### config.mk
export PLATFORM = sky130hd
export DESIGN_NAME = pt_walker
export DESIGN_NICKNAME = d
export VERILOG_FILES = /design/src/rtl/ptw_pkg.sv /design/src/rtl/ptw_ctrl.sv /design/src/rtl/ptw_dpath.sv /design/src/rtl/pt_walker.sv
export SDC_FILE = /design/constraint.sdc
export NUM_CORES = 1
export LEC_CHECK = 0
export BUFFER_PORTS_ARGS = -buffer_cell sky130_fd_sc_hd__buf_4
export CAP_MARGIN = 20
export CORE_MARGIN = 10
export CORE_UTILIZATION = 51
export CTS_CLUSTER_SIZE = 8
export DETAILED_ROUTE_END_ITERATION = 8
export PLACE_DENSITY = 0.78
export SLEW_MARGIN = 20
export SYNTH_ARGS = -nofsm -noshare
export SYNTH_HDL_FRONTEND = slang
export SYNTH_SLANG_ARGS = --single-unit
### constraint.sdc
create_clock -name clk -period 4.45 [get_ports clk]
set_clock_uncertainty 0.1 [all_clocks]
set_input_delay 0.445 -clock clk [delete_from_list [all_inputs] [get_ports clk]]
set_output_delay 0.445 -clock clk [all_outputs]
set_load 0.01 [all_outputs]
### src/rtl/ptw_pkg.sv
`timescale 1ns/1ps
package ptw_pkg;
  typedef enum logic [2:0] {
    FLT_NONE    = 3'd0,
    FLT_INVALID = 3'd1,
    FLT_PERM    = 3'd2,
    FLT_ALIGN   = 3'd3,
    FLT_ACCESS  = 3'd4
  } faultT;

  typedef enum logic [1:0] {
    ACC_READ  = 2'd0,
    ACC_WRITE = 2'd1,
    ACC_EXEC  = 2'd2
  } accT;

  // strobes from control to datapath
  typedef struct packed {
    logic  load;
    logic  descend;
    logic  finish;
    faultT code;
  } stepT;

  // classification of the entry currently on the response bus
  typedef struct packed {
    logic invalid;
    logic pointer;
    logic permOk;
    logic misaligned;
    logic lastLevel;
  } verdictT;
endpackage

### src/rtl/ptw_ctrl.sv
`timescale 1ns/1ps
module ptw_ctrl import ptw_pkg::*; (
  input  logic    clk,
  input  logic    rstN,
  input  logic    startReq,
  input  logic    memReqReady,
  input  logic    memRspValid,
  input  logic    memRspErr,
  input  verdictT verdict,
  output stepT    step,
  output logic    memReqValid,
  output logic    busy,
  output logic    doneValid
);
  typedef enum logic [1:0] {S_IDLE, S_REQ, S_WAIT} stateT;
  stateT state, stateNext;

  always_comb begin
    step      = '0;
    step.code = FLT_NONE;
    stateNext = state;
    unique case (state)
      S_IDLE: if (startReq) begin
        step.load = 1'b1;
        stateNext = S_REQ;
      end
      S_REQ: if (memReqReady) stateNext = S_WAIT;
      S_WAIT: if (memRspValid) begin
        if (memRspErr) begin
          step.finish = 1'b1;
          step.code   = FLT_ACCESS;
        end else if (verdict.invalid) begin
          step.finish = 1'b1;
          step.code   = FLT_INVALID;
        end else if (verdict.pointer) begin
          if (verdict.lastLevel) begin
            step.finish = 1'b1;
            step.code   = FLT_INVALID;
          end else begin
            step.descend = 1'b1;
          end
        end else if (!verdict.permOk) begin
          step.finish = 1'b1;
          step.code   = FLT_PERM;
        end else if (verdict.misaligned) begin
          step.finish = 1'b1;
          step.code   = FLT_ALIGN;
        end else begin
          step.finish = 1'b1;
        end
        stateNext = step.finish ? S_IDLE : S_REQ;
      end
      default: stateNext = S_IDLE;
    endcase
  end

  always_ff @(posedge clk) begin
    if (!rstN) begin
      state     <= S_IDLE;
      doneValid <= 1'b0;
    end else begin
      state     <= stateNext;
      doneValid <= step.finish;
    end
  end

  assign memReqValid = (state == S_REQ);
  assign busy        = (state != S_IDLE);
endmodule

### src/rtl/ptw_dpath.sv
`timescale 1ns/1ps
module ptw_dpath import ptw_pkg::*; #(
  parameter int LEVELS   = 3,
  parameter int LVL_BITS = 9,
  parameter int OFS_W    = 12,
  parameter int PPN_W    = 44,
  parameter int PTE_W    = 64,
  localparam int VPN_W     = LEVELS * LVL_BITS,
  localparam int VA_W      = VPN_W + OFS_W,
  localparam int PA_W      = PPN_W + OFS_W,
  localparam int LVL_W     = $clog2(LEVELS),
  localparam int PTE_SHIFT = $clog2(PTE_W / 8)
) (
  input  logic             clk,
  input  logic             rstN,
  input  stepT             step,
  input  logic [VA_W-1:0]  vaddr,
  input  logic [PA_W-1:0]  rootBase,
  input  logic [1:0]       accKind,
  input  logic             privUser,
  input  logic             mxrEn,
  input  logic             sumEn,
  input  logic [PTE_W-1:0] memRspData,
  output logic [PA_W-1:0]  memReqAddr,
  output verdictT          verdict,
  output logic             doneOk,
  output logic [2:0]       faultCode,
  output logic [PA_W-1:0]  physAddr,
  output logic [PTE_W-1:0] leafPte,
  output logic [PA_W-1:0]  pteAddr,
  output logic [LVL_W-1:0] leafLevel,
  output logic             globalOut
);
  localparam int PPN_LSB = 10;

  logic [VA_W-1:0]  vaR;
  logic [PA_W-1:0]  baseR;
  logic [LVL_W-1:0] lvlR;
  accT              accR;
  logic             userR, mxrR, sumR, globR;

  logic [VPN_W-1:0] vpn;
  assign vpn = vaR[VA_W-1:OFS_W];

  logic [LVL_BITS-1:0] idxByLvl  [LEVELS];
  logic [PPN_W-1:0]    maskByLvl [LEVELS];
  for (genvar g = 0; g < LEVELS; g++) begin : g_lvl
    assign idxByLvl[g]  = vpn[g*LVL_BITS +: LVL_BITS];
    assign maskByLvl[g] = (PPN_W'(1) << (g * LVL_BITS)) - PPN_W'(1);
  end

  logic [LVL_BITS-1:0] idxCur;
  logic [PPN_W-1:0]    lvlMask, ppn, finalPpn;
  assign idxCur     = idxByLvl[lvlR];
  assign lvlMask    = maskByLvl[lvlR];
  assign memReqAddr = baseR + PA_W'({idxCur, {PTE_SHIFT{1'b0}}});

  logic pV, pR, pW, pX, pU, pG, globNew, privOk, kindOk;
  assign {pG, pU, pX, pW, pR, pV} = memRspData[5:0];
  assign ppn      = memRspData[PPN_LSB +: PPN_W];
  assign finalPpn = ppn | (PPN_W'(vpn) & lvlMask);
  assign globNew  = globR | pG;

  always_comb begin
    if (userR) privOk = pU;
    else       privOk = !pU || (sumR && accR != ACC_EXEC);
    unique case (accR)
      ACC_READ:  kindOk = pR || (pX && mxrR);
      ACC_WRITE: kindOk = pW;
      ACC_EXEC:  kindOk = pX;
      default:   kindOk = 1'b0;
    endcase
  end

  assign verdict.invalid    = !pV || (pW && !pR);
  assign verdict.pointer    = !(pR || pW || pX);
  assign verdict.permOk     = privOk && kindOk;
  assign verdict.misaligned = |(ppn & lvlMask);
  assign verdict.lastLevel  = (lvlR == '0);

  always_ff @(posedge clk) begin
    if (!rstN) begin
      vaR <= '0; baseR <= '0; lvlR <= '0; accR <= ACC_READ;
      userR <= 1'b0; mxrR <= 1'b0; sumR <= 1'b0; globR <= 1'b0;
      doneOk <= 1'b0; faultCode <= '0; physAddr <= '0; leafPte <= '0;
      pteAddr <= '0; leafLevel <= '0; globalOut <= 1'b0;
    end else begin
      if (step.load) begin
        vaR   <= vaddr;
        baseR <= rootBase;
        lvlR  <= LVL_W'(LEVELS - 1);
        accR  <= accT'(accKind);
        userR <= privUser;
        mxrR  <= mxrEn;
        sumR  <= sumEn;
        globR <= 1'b0;
      end
      if (step.descend) begin
        baseR <= {ppn, {OFS_W{1'b0}}};
        lvlR  <= lvlR - LVL_W'(1);
        globR <= globNew;
      end
      if (step.finish) begin
        faultCode <= step.code;
        doneOk    <= (step.code == FLT_NONE);
        physAddr  <= {finalPpn, vaR[OFS_W-1:0]};
        leafPte   <= memRspData;
        pteAddr   <= memReqAddr;
        leafLevel <= lvlR;
        globalOut <= globNew;
      end
    end
  end
endmodule

### src/rtl/pt_walker.sv
`timescale 1ns/1ps
module pt_walker import ptw_pkg::*; #(
  parameter int LEVELS   = 3,
  parameter int LVL_BITS = 9,
  parameter int OFS_W    = 12,
  parameter int PPN_W    = 44,
  parameter int PTE_W    = 64,
  localparam int VA_W  = LEVELS * LVL_BITS + OFS_W,
  localparam int PA_W  = PPN_W + OFS_W,
  localparam int LVL_W = $clog2(LEVELS)
) (
  input  logic             clk,
  input  logic             rstN,
  input  logic             startReq,
  input  logic [VA_W-1:0]  vaddr,
  input  logic [PA_W-1:0]  rootBase,
  input  logic [1:0]       accKind,
  input  logic             privUser,
  input  logic             mxrEn,
  input  logic             sumEn,
  output logic             busy,
  output logic             memReqValid,
  input  logic             memReqReady,
  output logic [PA_W-1:0]  memReqAddr,
  input  logic             memRspValid,
  input  logic             memRspErr,
  input  logic [PTE_W-1:0] memRspData,
  output logic             doneValid,
  output logic             doneOk,
  output logic [2:0]       faultCode,
  output logic [PA_W-1:0]  physAddr,
  output logic [PTE_W-1:0] leafPte,
  output logic [PA_W-1:0]  pteAddr,
  output logic [LVL_W-1:0] leafLevel,
  output logic             globalOut
);
  stepT    step;
  verdictT verdict;

  ptw_ctrl u_ctrl (
    .clk(clk), .rstN(rstN), .startReq(startReq),
    .memReqReady(memReqReady), .memRspValid(memRspValid), .memRspErr(memRspErr),
    .verdict(verdict), .step(step), .memReqValid(memReqValid),
    .busy(busy), .doneValid(doneValid)
  );

  ptw_dpath #(
    .LEVELS(LEVELS), .LVL_BITS(LVL_BITS), .OFS_W(OFS_W), .PPN_W(PPN_W), .PTE_W(PTE_W)
  ) u_dpath (
    .clk(clk), .rstN(rstN), .step(step), .vaddr(vaddr), .rootBase(rootBase),
    .accKind(accKind), .privUser(privUser), .mxrEn(mxrEn), .sumEn(sumEn),
    .memRspData(memRspData), .memReqAddr(memReqAddr), .verdict(verdict),
    .doneOk(doneOk), .faultCode(faultCode), .physAddr(physAddr), .leafPte(leafPte),
    .pteAddr(pteAddr), .leafLevel(leafLevel), .globalOut(globalOut)
  );
endmodule

* Yosys cells after proc, flatten, opt, wreduce, memory -nomap -nowiden
Cells that the tools add are included.
** Storage, ports and cells
- Flip-flop bits (word level) :: 289
- Bits of input ports :: 170
- Output and inout port bits :: 242
- Word-level logic and storage cells :: 91
** Cells by class
- Add/sub/neg operators :: 2
- Order comparisons :: 1
- Equal/unequal tests :: 8
- Multiplexer cells :: 35
- Bitwise gates (word level) :: 6
- Reductions and logical operators :: 21
** Operator list (count)
- 56-bit two-way mux :: 2
- 44-bit binary-select mux with 2-bit select :: 1
- 44-bit two-way mux :: 2
- 56-bit by 12-bit adder with 56-bit output :: 1
- 27-bit by 44-bit AND with 44-bit output :: 1
- 44-bit AND :: 1
- 44-bit OR :: 1
- 44-bit OR reduction :: 1
- 4-bit two-way mux :: 6
- 9-bit binary-select mux with 2-bit select :: 1
- 9-bit two-way mux :: 2
- 2-bit two-way mux :: 6
- 1-bit two-way mux :: 10
- 5-bit two-way mux :: 2
- 2-bit zero test :: 3
- 2-bit != test, second input constant :: 3
- 2-bit case mux with 3 select lines :: 1
- 1-bit logical OR :: 5
- 2-bit by 1-bit == test with 1-bit output, second input constant :: 2
- 2-bit == test, second input constant :: 2
- 1-bit logical AND :: 4
- 2-bit nonzero test :: 2
- 3-bit >= comparator, second input constant :: 1
- 1-bit zero test :: 3
- 10 further kinds :: 10

* Depth between registers and ports, before layout
Gate-level depths: netlist of the first run.
- Depth in word-level cells :: 16
- Mapped depth :: 15
- Gate-level depth less buffers :: 12

* Modules after synthesis
Synthesis of the first run repeated with hierarchy kept, for this count alone.
** Unflattened totals
- Cell total of the unflattened synthesis :: 1334
- Area, all modules :: 11795.1 µm²
** Modules (own cells, without submodules)
- ptw_dpath :: instances 1, cells each 1307, area each 11558.6 µm², seq. area each 5205.0 µm²
- ptw_ctrl :: instances 1, cells each 27, area each 236.5 µm², seq. area each 60.1 µm²

* Worst setup path before layout of the first run
OpenSTA, ideal clock, no wires.
- Path type :: flip-flop to output port
- From :: reg u_dpath.lvlR[0]
- To :: out memReqAddr[51]
- Arrival :: 3.554 ns
- Data required time :: 3.905 ns
- Setup slack :: 0.351 ns
- Cell stages (with the launch flop) :: 15
- Path buffers :: 5
- Cell sequence :: dfxtp_1 clkbuf_1 buf_1 mux2i_1 o21ai_0 fa_1 a21oi_1 o211ai_1 a211oi_1 or2_0 clkbuf_1 buf_2 buf_2 nor2_1 xor2_1
** On the way
- Longest elaborated chain between the ends :: 5
** Ends and longest elaborated chain
- from (decl) :: RTL line ptw_dpath.sv:38 : logic [LVL_W-1:0] lvlR;
- from (signal assigned) :: RTL line ptw_dpath.sv:91 : lvlR <= LVL_W'(LEVELS - 1);
- from (signal assigned) :: RTL line ptw_dpath.sv:100 : lvlR <= lvlR - LVL_W'(1);
- 2-bit inverter with 3-bit output (implied by the code) :: RTL line ptw_dpath.sv:54 : assign idxCur = idxByLvl[lvlR];
- 9-bit binary-select mux with 2-bit select :: RTL line ptw_dpath.sv:54
- 9-bit two-way mux (implied by the code) (2 in a row) :: RTL line ptw_dpath.sv:54
- 56-bit by 12-bit adder with 56-bit output :: RTL line ptw_dpath.sv:56 : assign memReqAddr = baseR + PA_W'({idxCur, {PTE_SHIFT{1'b0}}});
- to (decl) :: RTL line pt_walker.sv:24 : output logic [PA_W-1:0] memReqAddr,
No other way between the ends. The select of a mux whose other input is x is not followed.

* Worst setup path after layout of the first run
- From :: reg u_dpath.lvlR[0]
- To :: out memReqAddr[47]
The elaborated chain is that of the path after synthesis.

==> results of run 1 <==
cell usage in the layout, fill, tap and decap left out, types with 33 or more instances in the layout:
cell and n:
nand2_1 457, a31oi_1 33, a21boi_1 44, buf_4 423, dfxtp_1 263, o211a_1 63
nand3_1 59, a21boi_0 87, clkbuf_16 41, a21oi_1 42, o21ai_0 65
state kept, by name, indices dropped and copies added (netlist names):
register and flops:
u_dpath.leafPte 64, u_dpath.baseR 56, u_dpath.pteAddr 56, u_dpath.vaR 39
u_dpath.physAddr 30, u_dpath.faultCode 3, u_ctrl.state 2, u_dpath.accR 2
u_dpath.leafLevel 2, u_dpath.lvlR 2, u_ctrl.doneValid 1, u_dpath.doneOk 1
u_dpath.globR 1, u_dpath.globalOut 1, u_dpath.mxrR 1, u_dpath.sumR 1
u_dpath.userR 1
layout make-up:
| class | instances | area, um^2 | area share |
|---|---|---|---|
| multi-input combinational | 1077 | 6150 | 0.380 |
| sequential | 263 | 5270 | 0.326 |
| timing repair buffer | 428 | 3250 | 0.201 |
| clock buffer | 42 | 1030 | 0.0637 |
| tap | 319 | 399 | 0.0247 |
| inverter | 18 | 67.6 | 0.00418 |
| antenna | 3 | 7.51 | 0.000464 |
timing repair:
| item | 4_1_cts | 5_1_grt |
|---|---|---|
| gates resized for setup | 0 | 6 |
| setup buffers | 0 | 1 |
| endpoints found under the setup margin | 0 | 32 |
| hold endpoints to repair | 0 | 0 |
how the worst min path moves through the flow:
| stage | to | slack (ns) | cells after the start |
|---|---|---|---|
| after floorplan | u_dpath.physAddr[0]$_SDFFE_PN0P_ | 0.33 | 2 |
| after global placement | u_dpath.physAddr[4]$_SDFFE_PN0P_ | 0.33 | 2 |
| after detailed placement | u_dpath.physAddr[2]$_SDFFE_PN0P_ | 0.34 | 2 |
| after CTS | u_dpath.baseR[10]$_SDFFE_PP0P_ | 0.08 | 3 |
| after global routing | u_dpath.baseR[30]$_SDFFE_PN0P_ | 0.09 | 2 |
| final | u_dpath.leafPte[54]$_SDFFE_PN0P_ | 0.09 | 3 |
worst max-delay path: stages, from the launching register on:
cell and delay [ns]:
dfxtp_1 0.38, buf_6 0.20, mux2i_1 0.09, o21ai_0 0.18, ha_1 0.22, fa_1 0.21
a21oi_1 0.11, o211ai_1 0.38, a211oi_2 0.13, buf_4 0.18, or2_0 0.21, buf_6 0.18
or4_1 0.51, nand2_1 0.10, buf_4 0.12
power groups by stage:
stage | Clock, mW | Combinational, mW | Sequential, mW
6_report | 2.57 | 0.768 | 2.55
3_3_place_gp | 0 | 0.748 | 2.59
3_5_place_dp | 0 | 0.756 | 2.59
5_1_grt | 2.69 | 0.837 | 2.56
4_1_cts | 2.60 | 0.761 | 2.55
2_1_floorplan | 0 | 0.376 | 2.57
through the flow:
stage / util / cell area, um^2 / hold slack, ns / setup slack, ns
after global routing: 0.691 / 16200 / 0.0931 / -0.0326
after detailed placement: 0.645 / 15100 / 0.344 / 0.551
after global placement: 0.645 / 15100 / 0.334 / 0.629
after CTS: 0.689 / 16100 / 0.0805 / 0.0126
after floorplan: - / 12100 / 0.331 / 0.351
final: 0.691 / 16200 / 0.0921 / 0.193
cell families after synthesis:
logic type      share of synthesized area
flops                               0.436
fa+ha+maj                          0.0131
xor+xnor                           0.0138
simple gates                        0.235
buf+inv                            0.0599
compound gates                      0.235
mux                               0.00746
metal layers:
layer,global-route usage,share of wire,vias up
met5,0,0,-
met1,0.371,0.42,5800
li1,-,-,5799
met4,0.0923,0.029,0
met3,0.0758,0.094,82
met2,0.442,0.46,539
==> results.md, run 1 <==
* Total routing usage reported by global routing at 0.283
* Most common cell in the netlist: nand2_1
* Part of the total power dissipated in the clock network at 0.437
* Portion of the post-synthesis area used by sequential elements at 0.436
* Placed cell count at 2104
* Cell area after synthesis at 12100 um^2
* Final Instance Count excl. Fillers at 2150
* I/O Pins at 412
* Antenna violations before repair at 3
* Final period demand of the worst path at between 4 and 5 ns
* Post-detailed-route count of antenna-violating nets at 0
* Category of the worst setup path launch point: flop
* Syn Nets at 1682
* Worst Min Path Start: memRspData[54]
* Depth of the worst register-to-register path at 13
* Static leakage at 7.44 nW
* Worst IR Drop VDD at 0.264 mV
* Cell internal pwr at around 4.4 mW
* End point of the critical path: memReqAddr[47]
* Launch point of the worst path: u_dpath.lvlR[0]$_SDFFE_PN0P_
* Data required time at the worst endpoint at 3.90 ns
* RSZ-0062 raised after global routing: yes
* Fraction of registers with async set/reset at 0
* Reg2reg start: u_dpath.lvlR[0]$_SDFFE_PN0P_
* Wire length after detailed routing at 45.2 mm
* Total negative slack at 0 ns
* Final nets at 2008
* Vias per cell at 5.68
* Filler instances at 2006
* Die width at around 170 um
* Fraction of final layout cells with drive strength greater than 1 at 0.274
* Number of flops mapped to enable cells by yosys at 0
* Maximum clock frequency at approximately 230 MHz
* Hold violation total from the final report at 0
* Final-report max-slew violation count at 0
* Area growth from synthesis to layout at 33.9%
* Clock tree from TritonCTS: done
* Path type of the worst setup path: reg -> out
* Hold_buf cts at 0
* Initial DRC Count at 1152
* Crit end category: primary output
* Gr ovfl total at 0
* Count of state elements after synthesis at ~260
* Cells taking the most area after synthesis: dfxtp_1 44%, nand2_1 14%, a21boi_0 5.4%, o211a_1 5.2%, clkbuf_1 3.2%
* Drt drc at 0
* Area fraction of the dominant cell type after synthesis at 0.436
* Power per standard cell area at approximately 360 nW/um^2
* Cts bufs inserted at 38
* YS warnings at 0
* Global-route wire length before repair at about 70 mm
* Worst R2R End: u_dpath.pteAddr[47]$_SDFFE_PN0P_
* Wirelength per Cell at 21.0 um
* Final Wtd Congestion at 0.932
* Overall die area at 30200 um^2
* Average cell area after synthesis at 8.05 um^2
* Actual transition at the worst max-transition pin at a little under 1 ns
* Final worst-path cycle share at 0.957
* Tightest slew margin relative to the limit at 0.358
* Die Ht at about 170 um
* Net switching power at around 1.5 mW
* Library cell occupying the most area in the post-synthesis netlist: dfxtp_1
* Vias in the first global route at 11800
* Maximum number of pins on one net before global-route repair at 134
* Maximum capacitance violations at 0
* Reg2Reg Setup Slack at 1.11 ns
* Total chip power at slightly below 6 mW
* Cell at the root of the clock tree: clkbuf_16
* Most used flip-flop cell after synthesis: dfxtp_1
* Via count of the routed design at approximately 12000
* Clock latency on the worst-skew pair at 0.51 ns
* Effective utilization at floorplan at 0.516
* Number of H-tree levels at 2
* Top post-synthesis cells by count: 459 x nand2_1, 263 x dfxtp_1, 102 x clkbuf_1, 87 x a21boi_0, 65 x o21ai_0
* Worst Hold Class: in -> reg
* Yosys cell types at 59
* Maximum clock insertion buffer count at 3
* Clock sink count at around 260
* Arrival time of data at the critical path endpoint at 3.71 ns
* Area of the core at 23400 um^2
* Drt first pass iters at 5
* Detailed-placement wirelength estimate at 33.2 mm
* Sw Ratio at 0.253
* Outcome: completed
* Highest fanout seen on the critical path at 25
* Clock transition time at the flip-flop clock pins of the worst setup and hold paths at 0.05 ns
* Part of the power in combinational logic at 0.130
* Standard-cell row count at 56
* Syn Inst Count at 1500
* Port Buffers at 411
* Setup-failing EPs final at 0
* Sequential Power Share at 0.433
Power figures use the tool's default switching activity.
==> inputs of run 2 (changes only) <==
CORE_UTILIZATION = 50   (was 51)
PLACE_DENSITY = 0.77   (was 0.78)
==> results.md, run 2 (same netlist as run 1, synthesis figures left out) <==
* Outcome: completed (unchanged)
* Crit path buffers/inverters at 4 (unchanged)
* Post-detailed-route count of antenna-violating nets at 0 (unchanged)
* Tightest slew margin relative to the limit at 0.254 (was 0.358)
* Global-route wire length before repair at 68.5 mm (was 69.1 mm)
* Crit path max-delay cell type: or4_1 (unchanged)
* Commonest cells after routing, fill and taps aside: 457 x nand2_1, 425 x buf_4, 262 x dfxtp_1 (was 457 x nand2_1, 423 x buf_4, 263 x dfxtp_1)
* Worst R2R End: u_dpath.pteAddr[31]$_SDFFE_PN0P_ (was u_dpath.pteAddr[47]$_SDFFE_PN0P_)
* Maximum capacitance violations at 0 (unchanged)
* Overall die area at 30800 um^2 (was 30200 um^2)
* Largest register FFs at 64 (unchanged)
* Antenna violations before repair at 2 (was 3)
* Data required time at the worst endpoint at 3.90 ns (about the same)
* Cell at the root of the clock tree: clkbuf_16 (unchanged)
* Maximum clock insertion buffer count at 3 (unchanged)
* Total routing usage reported by global routing at 0.278 (was 0.283)
* Final nets at 2009 (was 2008)
* Clock sink count at 263 (unchanged)
* Wirelength per Cell at 21.2 um (was 21.0 um)
* Most common cell after layout, fill and taps aside: nand2_1 (unchanged)
* Worst Hold Path EP: u_dpath.baseR[46]$_SDFFE_PN0P_ (was u_dpath.leafPte[54]$_SDFFE_PN0P_)
* Hold slack at 0.0873 ns (was 0.0921 ns)
* Final period demand of the worst path at 4.14 ns (was 4.26 ns)
* Arrival time of data at the critical path endpoint at 3.60 ns (was 3.71 ns)
* Hold_buf cts at 0 (unchanged)
* Worst IR Drop VDD at 0.367 mV (was 0.264 mV)
* Path type of the worst setup path: reg -> out (unchanged)
* Finished Cell Area at 16100 um^2 (was 16200 um^2)
* Standard-cell row count at 56 (unchanged)
* Area growth from synthesis to layout at 33.5% (was 33.9%)
* Fraction of final layout cells with drive strength greater than 1 at 0.275 (was 0.274)
* Final-report max-slew violation count at 0 (unchanged)
* Vias in the first global route at 11500 (was 11800)
* Register containing the most flip-flops in the final layout: u_dpath.leafPte (unchanged)
* Final Wtd Congestion at 0.944 (was 0.932)
* Depth of the worst register-to-register path at 14 (was 13)
* Vias per cell at 5.66 (was 5.68)
* Most Frequent Cell on Critical Path: buf_4
* Actual transition at the worst max-transition pin at 1.12 ns (was 0.964 ns)
* Ordered list of cells on the worst path: inv_1 > nor2_4 > nand2_1 > o21ai_0 > ha_2 > fa_2 > a21oi_2 > o211ai_1 > a211oi_1 > buf_4 > or2_0 > buf_4 > or4_1 > nand2_1 > buf_4 (was buf_6 > mux2i_1 > o21ai_0 > ha_1 > fa_1 > a21oi_1 > o211ai_1 > a211oi_2 > buf_4 > or2_0 > buf_6 > or4_1 > nand2_1 > buf_4)
* Cts bufs inserted at 38 (unchanged)
* Die width at 175 um (was 174 um)
* Port Buffers at 411 (unchanged)
* Worst Min Path Start: memRspData[44] (was memRspData[54])
* I/O Pins at 412 (unchanged)
* Wire length after detailed routing at 45.6 mm (was 45.2 mm)
* Maximum number of pins on one net before global-route repair at 101 (was 134)
* Maximum clock frequency at 241 MHz (was 235 MHz)
* Worst Hold Class: in -> reg (unchanged)
* Number of H-tree levels at 2 (unchanged)
* Reg2Reg Setup Slack at 1.21 ns (was 1.11 ns)
* Initial DRC Count at 1226 (was 1152)
* Effective utilization at floorplan at 0.511 (was 0.516)
* RSZ-0062 raised after global routing: no (was yes)
* Number of instances on the worst hold path at 2 (was 3)
* Clock transition time at the flip-flop clock pins of the worst setup and hold paths at 0.05 ns (about the same)
* Reg2reg start: u_dpath.lvlR[1]$_SDFFE_PN0P_ (was u_dpath.lvlR[0]$_SDFFE_PN0P_)
* Detailed-placement wirelength estimate at 33.6 mm (was 33.2 mm)
* Instance area at placement at 15100 um^2 (about the same)
* Total negative slack at 0 ns (unchanged)
* Crit end category: primary output (unchanged)
* Gr ovfl total at 0 (unchanged)
* Drt drc at 0 (unchanged)
* Family of cells with the greatest summed delay on the critical path: simple AND/OR/NAND/NOR gates (unchanged)
* Category of the worst setup path launch point: flop (unchanged)
* Setup-failing EPs final at 0 (unchanged)
* Final worst-path cycle share at 0.931 (was 0.957)
* Delay of the slowest critical-path stage at 0.51 ns (about the same)
* Power per standard cell area at 362 nW/um^2 (was 364 nW/um^2)
* Drt first pass iters at 5 (unchanged)
* Static leakage at 7.42 nW (was 7.44 nW)
* Die Ht at 175 um (was 174 um)
* Via count of the routed design at 12200 (about the same)
* Clock tree from TritonCTS: done (unchanged)
* Highest fanout seen on the critical path at 25 (unchanged)
* Area of the core at 23600 um^2 (was 23400 um^2)
* Biggest regs: u_dpath.leafPte (64), u_dpath.baseR (56), u_dpath.pteAddr (56) (unchanged)
* Clock latency on the worst-skew pair at 0.51 ns (about the same)
* Hold violation total from the final report at 0 (unchanged)
## run 2: per-stage QoR
step,setup slack [ns],util,power [mW],std cells
global placement,0.641,0.638,3.34,2102
finish,0.307,0.683,5.83,2150
detailed placement,0.577,0.638,3.35,2102
CTS,0.0137,0.680,5.86,2143
global route,0.0170,0.683,6.03,2149
floorplan,0.351,-,2.94,1500
## run 2: cell type report
| class | count | area, um^2 |
|---|---|---|
| sequential | 263 | 5270 |
| clock inverter | 1 | 8.76 |
| fill | 2025 | 7490 |
| clock buffer | 40 | 980 |
| antenna | 3 | 7.51 |
| tap | 319 | 399 |
| timing repair buffer | 429 | 3250 |
| inverter | 18 | 67.6 |
| multi-input combinational | 1077 | 6140 |
## run 2: metal layers
metal | vias up | share of wire | global-route usage
met1 | 5705 | 0.41 | 0.355
met4 | 0 | 0.032 | 0.0925
met2 | 552 | 0.45 | 0.438
li1 | 5804 | - | -
met3 | 101 | 0.11 | 0.0873
met5 | - | 0 | 0
## run 2: report_power, final
group / internal [mW] / switching, mW / total (mW)
Sequential: 2.45 / 0.0970 / 2.55
Combinational: 0.344 / 0.421 / 0.765
Clock: 1.53 / 0.981 / 2.51
Total: 4.33 / 1.50 / 5.83
## run 2: what timing repair did
| item | 4_1_cts | 5_1_grt |
|---|---|---|
| endpoints found under the hold margin | 0 | 0 |
| gates resized for setup | 0 | 8 |
| setup buffers | 0 | 4 |
| endpoints found under the setup margin | 0 | 17 |
## run 2: worst max-delay path by stage
stage / start / end / slack, ns / cells after the start
after floorplan: u_dpath.lvlR[0]$_SDFFE_PN0P_ / memReqAddr[51] / 0.35 / 14
after global placement: u_dpath.lvlR[1]$_SDFFE_PN0P_ / memReqAddr[47] / 0.64 / 15
after detailed placement: u_dpath.lvlR[1]$_SDFFE_PN0P_ / memReqAddr[31] / 0.58 / 15
after CTS: u_dpath.lvlR[1]$_SDFFE_PN0P_ / memReqAddr[31] / 0.01 / 15
after global routing: u_dpath.lvlR[1]$_SDFFE_PN0P_ / memReqAddr[47] / 0.02 / 15
final: u_dpath.lvlR[1]$_SDFFE_PN0P_ / memReqAddr[47] / 0.31 / 15
## run 2: worst reg2reg max path, delay by kind of cell, from the launching register on
family,cells,cell delay (ns)
compound gates,5,0.82
fa+ha+maj,2,0.46
buf+inv,3,0.47
flops,1,0.32
simple gates,4,0.99
==> inputs of run 3 (changes only) <==
ABC_AREA = 1   (was default)
PLACE_DENSITY = 0.76   (was 0.77)
==> results.md, run 3 <==
* I/O Pins at 412 (unchanged)
* Most Frequent Cell on Critical Path: nand2_1 (was buf_4)
* Worst Hold Path EP: u_dpath.vaR[12]$_SDFFE_PN0P_ (was u_dpath.baseR[46]$_SDFFE_PN0P_)
* Number of instances on the worst hold path at 3 (was 2)
* Yosys cell types at 37 (was 59)
* Setup-failing EPs final at 0 (unchanged)
* Maximum clock frequency at 235 MHz (was 241 MHz)
* Hold_buf cts at 0 (unchanged)
* Crit end category: primary output (unchanged)
* Simple-gate share of the synthesized area at 0.320 (was 0.235)
* Gr ovfl total at 0 (unchanged)
* Via count of the routed design at 13700 (was 12200)
* Clock latency on the worst-skew pair at 0.53 ns (was 0.51 ns)
* Post-synthesis xor/xnor area fraction at 0.00763 (was 0.0138)
* Drt drc at 0 (unchanged)
* Area fraction of the dominant cell type after synthesis at 0.417 (was 0.436)
* Total negative slack at 0 ns (unchanged)
* Actual transition at the worst max-transition pin at 0.904 ns (was 1.12 ns)
* Placed cell count at 2528 (was 2102)
* Tightest slew margin relative to the limit at 0.396 (was 0.254)
* Largest register FFs at 64 (unchanged)
* Arrival time of data at the critical path endpoint at 3.70 ns (was 3.60 ns)
* Commonest cells after routing, fill and taps aside: 423 x buf_4, 417 x nor2_1, 372 x nand2_1 (was 457 x nand2_1, 425 x buf_4, 262 x dfxtp_1)
* Vias per cell at 5.33 (was 5.66)
* Most common cell in the netlist: nor2_1 (was nand2_1)
* Crit path max-delay cell type: dfxtp_1 (was or4_1)
* Fraction of registers with async set/reset at 0 (unchanged)
* Area of the core at 25000 um^2 (was 23600 um^2)
* Portion of netlist area occupied by mux cells at 0 (was 0.00746)
* Hold violation total from the final report at 0 (unchanged)
* Depth of the worst register-to-register path at 13 (was 14)
* Drt first pass iters at 5 (unchanged)
* Register containing the most flip-flops in the final layout: u_dpath.leafPte (unchanged)
* Hold slack at 0.0628 ns (was 0.0873 ns)
* Total chip power at 5.94 mW (was 5.83 mW)
* Number of flops mapped to enable cells by yosys at 0 (unchanged)
* Final nets at 2421 (was 2009)
* Finished Cell Area at 16600 um^2 (was 16100 um^2)
* Number of H-tree levels at 2 (unchanged)
* Detailed-placement wirelength estimate at 38.7 mm (was 33.6 mm)
* Category of the worst setup path launch point: flop (unchanged)
* Post-layout util at 0.665 (was 0.683)
* Outcome: completed (unchanged)
* Adder-cell share of the synthesized area at 0.0125 (was 0.0131)
* Cells taking the most area after synthesis: dfxtp_1 42%, nor2_1 12%, nand2_1 11%, o21ai_0 8.0%, inv_1 4.8% (was dfxtp_1 44%, nand2_1 14%, a21boi_0 5.4%, o211a_1 5.2%, clkbuf_1 3.2%)
* Final worst slack at 0.201 ns (was 0.307 ns)
* Worst setup slack before clock tree synthesis at 0.812 ns (was 0.577 ns)
* Library cell occupying the most area in the post-synthesis netlist: dfxtp_1 (unchanged)
* Maximum capacitance violations at 0 (unchanged)
* Fraction of final layout cells with drive strength greater than 1 at 0.226 (was 0.275)
* Worst R2R End: u_dpath.pteAddr[15]$_SDFFE_PN0P_ (was u_dpath.pteAddr[31]$_SDFFE_PN0P_)
* YS warnings at 0 (unchanged)
* Ordered list of cells on the worst path: clkinvlp_2 > nand3_1 > o21ai_0 > fa_1 > nand3_1 > nand2_1 > nand2_1 > nand2_2 > nand2_1 > o21ai_0 > or2_2 > nand2_1 > buf_4 (was inv_1 > nor2_4 > nand2_1 > o21ai_0 > ha_2 > fa_2 > a21oi_2 > o211ai_1 > a211oi_1 > buf_4 > or2_0 > buf_4 > or4_1 > nand2_1 > buf_4)
* Final Wtd Congestion at 0.988 (was 0.944)
* Final period demand of the worst path at 4.25 ns (was 4.14 ns)
* Maximum number of pins on one net before global-route repair at 94 (was 101)
* Overall die area at 32000 um^2 (was 30800 um^2)
* Instance area at placement at 15600 um^2 (was 15100 um^2)
* Most common cell after layout, fill and taps aside: buf_4 (was nand2_1)
* Power per standard cell area at 357 nW/um^2 (was 362 nW/um^2)
* Worst Min Path Start: vaddr[12] (was memRspData[44])
* Top post-synthesis cells by count: 417 x nor2_1, 373 x nand2_1, 263 x dfxtp_1, 202 x o21ai_0, 162 x inv_1 (was 459 x nand2_1, 263 x dfxtp_1, 102 x clkbuf_1, 87 x a21boi_0, 65 x o21ai_0)
* Final worst-path cycle share at 0.955 (was 0.931)
* Clock transition time at the flip-flop clock pins of the worst setup and hold paths at 0.05 ns (about the same)
* Final-report max-slew violation count at 0 (unchanged)
* Post-detailed-route count of antenna-violating nets at 0 (unchanged)
* Biggest regs: u_dpath.leafPte (64), u_dpath.baseR (56), u_dpath.pteAddr (56) (unchanged)
* Die width at 179 um (was 175 um)
* Wirelength per Cell at 19.5 um (was 21.2 um)
* Worst IR Drop VDD at 0.315 mV (was 0.367 mV)
* Cell at the root of the clock tree: clkbuf_16 (unchanged)
* Family of cells with the greatest summed delay on the critical path: simple AND/OR/NAND/NOR gates (unchanged)
* Dominant combinational cell family by area after synthesis: simple AND/OR/NAND/NOR gates (was compound AO/OA/AOI/OAI gates)
* Clock sink count at 263 (unchanged)
* Maximum clock insertion buffer count at 3 (unchanged)
* Die Ht at 179 um (was 175 um)
* RSZ-0062 raised after global routing: yes (was no)
* Cell area after synthesis at 12600 um^2 (was 12100 um^2)
* Vias in the first global route at 13000 (was 11500)
* Highest fanout seen on the critical path at 11 (was 25)
* Worst Hold Class: in -> reg (unchanged)
* Data required time at the worst endpoint at 3.90 ns (about the same)
* Antenna violations before repair at 0 (was 2)
* Total inserted antenna cells at 0 (was 3)
* Effective utilization at floorplan at 0.504 (was 0.511)
* Cts bufs inserted at 38 (unchanged)
* Static leakage at 7.92 nW (was 7.42 nW)
* Delay of the slowest critical-path stage at 0.56 ns (was 0.51 ns)
* Crit path buffers/inverters at 2 (was 4)
* Reg2Reg Setup Slack at 1.04 ns (was 1.21 ns)
* Average cell area after synthesis at 6.65 um^2 (was 8.05 um^2)
* Total routing usage reported by global routing at 0.296 (was 0.278)
* Area growth from synthesis to layout at 31.8% (was 33.5%)
* Syn Inst Count at 1899 (was 1500)
* Count of state elements after synthesis at 263 (unchanged)
* Standard-cell row count at 58 (was 56)
* Final Instance Count excl. Fillers at 2571 (was 2150)
* Clock tree from TritonCTS: done (unchanged)
* Port Buffers at 411 (unchanged)
* Initial DRC Count at 1212 (was 1226)
* Reg2reg start: u_dpath.lvlR[0]$_SDFFE_PN0P_ (was u_dpath.lvlR[1]$_SDFFE_PN0P_)
* Global-route wire length before repair at 74.4 mm (was 68.5 mm)
* Synth Area in Compound Gates at 0.143 (was 0.235)
* Wire length after detailed routing at 50.0 mm (was 45.6 mm)
* Most used flip-flop cell after synthesis: dfxtp_1 (unchanged)
* Syn Nets at 2081 (was 1682)
* Path type of the worst setup path: reg -> out (unchanged)
* Portion of the post-synthesis area used by sequential elements at 0.417 (was 0.436)
## run 3: power breakdown
part | switching [mW] | leakage, nW | internal, mW
registers | 0.112 | 2.14 | 2.47
logic | 0.462 | 5.28 | 0.345
clock network | 1.04 | 0.492 | 1.52
## run 3: logic make-up after synthesis
kind of cell,after synthesis
flops,263
compound gates,337
buf+inv,294
xor+xnor,11
simple gates,982
fa+ha+maj,12
## run 3: worst max-delay path by stage
| stage | startpoint | to | slack (ns) | cells after the start |
|---|---|---|---|---|
| floorplan | u_dpath.lvlR[0]$_SDFFE_PN0P_ | memReqAddr[27] | 1.40 | 15 |
| global placement | u_dpath.lvlR[0]$_SDFFE_PN0P_ | memReqAddr[32] | 0.94 | 12 |
| detailed placement | u_dpath.lvlR[0]$_SDFFE_PN0P_ | memReqAddr[32] | 0.81 | 13 |
| CTS | u_dpath.lvlR[0]$_SDFFE_PN0P_ | memReqAddr[32] | 0.24 | 13 |
| global route | u_dpath.lvlR[0]$_SDFFE_PN0P_ | memReqAddr[27] | -0.02 | 13 |
| finish | u_dpath.lvlR[0]$_SDFFE_PN0P_ | memReqAddr[27] | 0.20 | 13 |
## run 3: final cells by class
class / count / area (um^2)
fillers: 2248 / 8390
multi-input cells: 1342 / 6110
flip-flops and latches: 263 / 5270
repair buffers: 424 / 3200
clock buffers: 39 / 955
inverters: 169 / 646
well taps: 330 / 413
clock inverters: 3 / 55.1
repair inverters: 1 / 5.00
## run 3: worst min-delay path: stages
cell and delay [ns]:
buf_4 0.07, o21ai_0 0.07, nor2_1 0.08
## run 3: timing repair
action,4_1_cts,5_1_grt
buffers inserted,0,0
resized for setup,0,2
hold endpoints to repair,0,0
endpoints found under the setup margin,0,9
## run 3: metal layers
layer / global-route usage / wire length [um] / vias to the layer above
met2: 0.521 / 24400 / 606
li1: - / - / 6728
met4: 0.0903 / 1400 / 0
met3: 0.0710 / 4400 / 88
met5: 0 / 0 / -
met1: 0.349 / 19800 / 6272
